[config.mk]
export PLATFORM = sky130hd
export DESIGN_NAME = pci_irq_router
export DESIGN_NICKNAME = d
export VERILOG_FILES = /design/src/rtl/pci_irq_router_pkg.sv /design/src/rtl/irq_line_mapper.sv /design/src/rtl/irq_level_store.sv /design/src/rtl/irq_group_gate.sv /design/src/rtl/pci_irq_router.sv
export SDC_FILE = /design/constraint.sdc
export NUM_CORES = 1
export LEC_CHECK = 0
export BUFFER_PORTS_ARGS = -buffer_cell sky130_fd_sc_hd__buf_2
export CORE_MARGIN = 4
export CORE_UTILIZATION = 38
export DETAILED_ROUTE_END_ITERATION = 8
export PLACE_DENSITY = 0.71
export SLEW_MARGIN = 20
export SYNTH_ARGS = -nofsm -noshare
export SYNTH_HDL_FRONTEND = slang
export SYNTH_SLANG_ARGS = --single-unit
[constraint.sdc]
create_clock -name clk -period 1.1 [get_ports clk]
set_input_delay 0.055 -clock clk [delete_from_list [all_inputs] [get_ports clk]]
set_output_delay 0.055 -clock clk [all_outputs]
set_load 0.1 [all_outputs]
[src/rtl/pci_irq_router_pkg.sv]
// Package: shared constants for the PCI slot interrupt router.
// Assumes a slot field of two bits and four pins per slot by default.
package pci_irq_router_pkg;
    localparam int DEF_DEVFN_W     = 8;
    localparam int DEF_PIN_W       = 2;
    localparam int DEF_SLOT_LSB    = 3;
    localparam int DEF_SLOT_W      = 2;
    localparam int DEF_NUM_LINES   = 32;
    localparam int DEF_GROUP_LINES = 4;
endpackage

[src/rtl/irq_line_mapper.sv]
// Module: irq_line_mapper
// Turns a request (devfn, pin) into a line number and a one-hot select.
// Assumes the line number is {slot field, pin}, i.e. slot*2^PIN_W + pin.
// Line numbers at or above NUM_LINES give no select and clear line_hit.
module irq_line_mapper #(
    parameter int DEVFN_W   = 8,
    parameter int PIN_W     = 2,
    parameter int SLOT_LSB  = 3,
    parameter int SLOT_W    = 2,
    parameter int NUM_LINES = 32,
    parameter int IDX_W     = SLOT_W + PIN_W
) (
    input  logic                 req_valid,
    input  logic [DEVFN_W-1:0]   req_devfn,
    input  logic [PIN_W-1:0]     req_pin,
    output logic [IDX_W-1:0]     line_idx,
    output logic                 line_hit,
    output logic [NUM_LINES-1:0] line_sel
);
    // Form the line number and its range check.
    always_comb begin
        line_idx = {req_devfn[SLOT_LSB +: SLOT_W], req_pin};
        line_hit = (32'(line_idx) < 32'(NUM_LINES));
    end

    // One select bit per line, set only for the addressed line.
    for (genvar n = 0; n < NUM_LINES; n++) begin : g_sel
        always_comb begin
            line_sel[n] = req_valid && line_hit && (32'(line_idx) == 32'(n));
        end
    end
endmodule

[src/rtl/irq_level_store.sv]
// Module: irq_level_store
// Holds the raw level of each line; a selected line loads the request level.
// Assumes at most one select bit is high per cycle. Synchronous active-low reset.
module irq_level_store #(
    parameter int NUM_LINES = 32
) (
    input  logic                 clk,
    input  logic                 rst_n,
    input  logic [NUM_LINES-1:0] line_sel,
    input  logic                 req_level,
    output logic [NUM_LINES-1:0] raw_lines
);
    for (genvar n = 0; n < NUM_LINES; n++) begin : g_line
        // Per-line level register: clear on reset, load when selected.
        always_ff @(posedge clk) begin
            if (!rst_n) begin
                raw_lines[n] <= 1'b0;
            end else if (line_sel[n]) begin
                raw_lines[n] <= req_level;
            end
        end
    end
endmodule

[src/rtl/irq_group_gate.sv]
// Module: irq_group_gate
// Gates each stored level with the enable bit of its group of GROUP_LINES.
// Purely combinational, so an enable change shows on the same cycle.
module irq_group_gate #(
    parameter int NUM_LINES   = 32,
    parameter int GROUP_LINES = 4,
    parameter int NUM_GROUPS  = NUM_LINES / GROUP_LINES
) (
    input  logic [NUM_LINES-1:0]  raw_lines,
    input  logic [NUM_GROUPS-1:0] grp_enable,
    output logic [NUM_LINES-1:0]  irq_out
);
    for (genvar n = 0; n < NUM_LINES; n++) begin : g_gate
        localparam int GRP = n / GROUP_LINES;
        // Output follows the stored level only while its group is enabled.
        always_comb begin
            irq_out[n] = raw_lines[n] & grp_enable[GRP];
        end
    end
endmodule

[src/rtl/pci_irq_router.sv]
// Module: pci_irq_router (top)
// Routes level-sensitive PCI slot interrupt pins onto NUM_LINES gated lines.
// Assumes request fields are valid while req_valid is high and that the
// enable vector comes from registers elsewhere. Synchronous active-low reset.
module pci_irq_router
    import pci_irq_router_pkg::*;
#(
    parameter int DEVFN_W     = DEF_DEVFN_W,
    parameter int PIN_W       = DEF_PIN_W,
    parameter int SLOT_LSB    = DEF_SLOT_LSB,
    parameter int SLOT_W      = DEF_SLOT_W,
    parameter int NUM_LINES   = DEF_NUM_LINES,
    parameter int GROUP_LINES = DEF_GROUP_LINES,
    parameter int NUM_GROUPS  = NUM_LINES / GROUP_LINES
) (
    input  logic                  clk,
    input  logic                  rst_n,
    input  logic                  req_valid,
    input  logic [DEVFN_W-1:0]    req_devfn,
    input  logic [PIN_W-1:0]      req_pin,
    input  logic                  req_level,
    input  logic [NUM_GROUPS-1:0] grp_enable,
    output logic [NUM_LINES-1:0]  irq_out
);
    localparam int IDX_W = SLOT_W + PIN_W;

    logic [IDX_W-1:0]     line_idx;
    logic                 line_hit;
    logic [NUM_LINES-1:0] line_sel;
    logic [NUM_LINES-1:0] raw_lines;

    irq_line_mapper #(
        .DEVFN_W  (DEVFN_W),
        .PIN_W    (PIN_W),
        .SLOT_LSB (SLOT_LSB),
        .SLOT_W   (SLOT_W),
        .NUM_LINES(NUM_LINES),
        .IDX_W    (IDX_W)
    ) u_mapper (
        .req_valid(req_valid),
        .req_devfn(req_devfn),
        .req_pin  (req_pin),
        .line_idx (line_idx),
        .line_hit (line_hit),
        .line_sel (line_sel)
    );

    irq_level_store #(
        .NUM_LINES(NUM_LINES)
    ) u_store (
        .clk      (clk),
        .rst_n    (rst_n),
        .line_sel (line_sel),
        .req_level(req_level),
        .raw_lines(raw_lines)
    );

    irq_group_gate #(
        .NUM_LINES  (NUM_LINES),
        .GROUP_LINES(GROUP_LINES),
        .NUM_GROUPS (NUM_GROUPS)
    ) u_gate (
        .raw_lines (raw_lines),
        .grp_enable(grp_enable),
        .irq_out   (irq_out)
    );
endmodule

## Word-level counts from Yosys, hierarchy flattened

Index checks and enable logic that the tools add are counted.
W data, S select, Z words.

| storage, ports and cells | value |
|---|---|
| flip-flop bits (word level) | 16 |
| latch bits | 0 |
| memory bits (writable) | 0 |
| bits in read-only memories | 0 |
| bits of input ports | 22 |
| output and inout port bits | 32 |
| word-level logic and storage cells | 64 |
| memories | 0 |

| operators by class | value |
|---|---|
| add/subtract/negate cells | 0 |
| multipliers | 0 |
| div/mod/pow operators | 0 |
| $lt $le $gt $ge | 0 |
| equality and inequality tests | 15 |
| shift-type cells | 0 |
| multiplexer cells | 0 |
| bitwise gates (word level) | 16 |
| reductions and logical operators | 17 |

Operator list:

| cell | count |
|---|---|
| $eq A4 B4 Y1 const B | 8 |
| $and A1 B1 Y1 | 16 |
| $eq A4 B3 Y1 const B | 4 |
| $logic_and A1 B1 Y1 | 16 |
| $eq A4 B2 Y1 const B | 2 |
| $eq A4 B1 Y1 const B | 1 |
| $logic_not A4 Y1 | 1 |

## Depth between registers and ports, before layout

| logic depth | value |
|---|---|
| depth in word-level cells | 2 |
| depth in mapped cells | 4 |
| mapped depth without buffers | 3 |

## Hierarchy

A second synthesis with hierarchy kept.

| unflattened totals | value |
|---|---|
| cells, all modules | 180 |
| area total of the unflattened synthesis | 1689.1 um2 |

Modules (own cells, without submodules):

| module | instances | cells each | area each (um2) | sequential area each (um2) |
|---|---|---|---|---|
| irq_level_store | 1 | 102 | 1206.2 | 640.6 |
| irq_line_mapper | 1 | 46 | 282.8 | 0.0 |
| irq_group_gate | 1 | 32 | 200.2 | 0.0 |

## Least setup slack after synthesis

OpenSTA, ideal clock, no wires.

| timing | value |
|---|---|
| kind | reg2out |
| start | register u_store.raw_lines[10] |
| end | output irq_out[10] |
| arrival | 1.044 ns |
| required time | 1.045 ns |
| setup slack | 0.001 ns |
| cell stages (with the launch flop) | 2 |
| path buffers | 0 |
| path through | dfxtp_1 > and2_1 |

| between the ends | value |
|---|---|
| longest elaborated chain between the ends | 1 |

RTL lines:

| element | line | text |
|---|---|---|
| from (decl) | irq_level_store.sv:11 | `output logic [NUM_LINES-1:0] raw_lines` |
| from (signal, indexed assignment) | irq_level_store.sv:19 | `raw_lines[n] <= req_level;` |
| $and A1 B1 Y1 | irq_group_gate.sv:17 | `irq_out[n] = raw_lines[n] & grp_enable[GRP];` |
| to (decl) | pci_irq_router.sv:23 | `output logic [NUM_LINES-1:0] irq_out` |

No other way between the ends.

## Final worst setup path

| timing | value |
|---|---|
| start | register u_store.raw_lines[8] |
| end | output irq_out[8] |

The elaborated chain is that of the path after synthesis.

==> qor.yml <==
layoutNonFillerInstCount: 156
clock_latency_ns: 0.28
synth_area_per_cell_um2: 9.34
place_congestion: 0.766
core_area_um2: 2250
ys_ff_latch: 16
hold_class: "primary input to register"
cts-root-buf: "clkbuf_4"
antenna_cells: 0
crit_type: "register to primary output"
grt_pass1_vias: 789
drv_cap: 0
io-pin-count: 54
fmax_mhz: 965
largest_reg_flops: 16
cts_inserted_buffers: 3
vdd_ir_drop_max_v: 0.000646
syn_to_final_growth_pct: 42.4
p_leak_nw: 0.557
cp-start-kind: "register"
layout_setup_ws_ns: 0.0632
grt_max_degree: 17
synth_area_um2: 925
status: "finished, final reports clean"
overflow: 0
die-area_um2: 3290
regMostFlops: "u_store.raw_lines"
first_pass_iters: 4
top_regs: "u_store.raw_lines (16)"
cp_data_required_time_ns: 1.04
setup.worst_path.end_class: "primary output"
min-delay-start: "req_devfn[3]"
die_h_um: 57.3
grt_pass1_wl_mm: 3.32
path_clk_slew_ns: 0.09
multi_input_area_um2: 519
rsz0062_at_grt: "false"
wirelength_mm: 1.97
place_inst: 152
cp.arrival_ns: 0.98
synth_cell_types: 21
power_density_nw_per_um2: 1050
io_buffers: 27
avgViaCountPerCell: 5.04
final.min_clock_period_ns: 1.04
antenna_found_initial: 0
finalCritPeriodShare: 0.943
ys_top_cells_by_area: "dfxtp_1, buf_4, and2_1, o211ai_1, o31ai_1"
die-width_um: 57.3
post-place-ws_ns: 0.0946
grt_usage: 0.125
cts.path.max_buffers: 2
p_total_mw: 1.38
drtIter0Drc: 15
register_area_um2: 320
synth.top_cell.area_share: 0.346
syn_inst: 99
finalMaxSlewViolations: 0
path_max_fanout: 2
yosysTopAreaCell: "dfxtp_1"
wire_per_inst_um: 12.6
cts_tree: "yes"
fill_cells: 190
finalHoldViolations: 0
cts.sinks: 16
vias: 787
tns_ns: 0
num_rows: 17
yosysWarnings: 0
drive_above_1_share: 0.313
rr_startpoint: "u_store.raw_lines[3]"
finalSetupViolations: 0
drcViolationCount: 0
seq_area_frac_synth: 0.346
fin_skew_ns: 0
postRouteAntennaNets: 0
postCtsSetupBuffers: 0
start_util: 0.410
nNetsFinal: 151
cts.htree.levels: 1
crit_path_start: "u_store.raw_lines[8]"
## synth_stat cells
| cell type | n |
|---|---|
| buf_2 | 4 |
| nand3b_1 | 1 |
| mux2i_1 | 4 |
| nand2b_1 | 3 |
| conb_1 | 1 |
| o31ai_1 | 9 |
| nand3b_4 | 1 |
| o311ai_1 | 2 |
| nor3b_4 | 1 |
| nand3_1 | 1 |
| and2_1 | 16 |
| o311ai_0 | 1 |
| dfxtp_1 | 16 |
| clkbuf_1 | 1 |
| o211ai_1 | 9 |
| nor2_1 | 1 |
| nand3_4 | 1 |
| o41ai_1 | 3 |
| nand3b_2 | 1 |
| buf_4 | 16 |
| nand2_1 | 7 |
## cells by family (layout without fill, tap and decap cells)
family	Yosys count	after routing	share of synthesized area
simple gates	33	33	0.248
mux	4	4	0.0433
flops	16	16	0.346
compound gates	24	24	0.203
other cells	1	16	0.00406
buf+inv	21	35	0.156
## metrics by stage
step	instance area [µm²]	hold slack [ns]	util
6_report	1320	0.133	0.584
5_1_grt	1320	0.149	0.584
4_1_cts	1310	0.125	0.583
3_5_place_dp	1280	0.425	0.567
3_3_place_gp	1280	0.417	0.567
2_1_floorplan	981	0.242	-
## power by group
| part | internal, mW | leakage [nW] | total (mW) | switching [mW] |
|---|---|---|---|---|
| clock network | 0.201 | 0.0210 | 0.380 | 0.179 |
| registers | 0.586 | 0.129 | 0.590 | 0.00343 |
| logic | 0.0604 | 0.407 | 0.410 | 0.349 |
| total | 0.848 | 0.557 | 1.38 | 0.532 |
## layout make-up
class	instances	share of cell area
clock buffers	4	0.0276
multi-input cells	77	0.394
flip-flops and latches	16	0.243
well taps	28	0.0266
repair buffers	31	0.308
## worst max-delay path, cell delays in order, from the launching register on
cell and delay (ns):
dfxtp_1 0.35, and2_1 0.17, buf_12 0.18
## metal layers
layer  vias up  GRT usage  wire length [µm]
met1       365      0.133               771
met3         4     0.0226               137
met5         -          0                 0
met2        34      0.235              1030
li1        384          -                 -
met4         0     0.0596                27
## timing repair
action | in CTS | in global routing
hold buffers | 0 | 0
resized for setup | 0 | 1
endpoints found under the setup margin | 0 | 1
## cells in the final DEF (no fill, tap or decap)
master	n
clkbuf_4	3
nor2_1	1
nand3_4	1
nand2b_1	3
o211ai_1	9
dfxtp_1	16
buf_2	11
conb_1	16
nand2_1	7
nand3b_2	1
nand3b_1	1
buf_12	16
mux2i_1	4
nand3_1	1
o311ai_1	2
nand3b_4	1
and2_4	1
o311ai_0	1
and2_1	15
nor3b_4	1
clkbuf_8	1
buf_4	4
o41ai_1	3
o31ai_1	9
## final timing paths
path	to	slack [ns]	depth (start not counted)
worst min-delay path	u_store.raw_lines[2]	0.13	2
worst max-delay path	irq_out[8]	0.06	2
worst min register to register	u_store.raw_lines[0]	0.46	2
worst max register to register	u_store.raw_lines[3]	0.44	2
(Power assumes the default switching activity.)
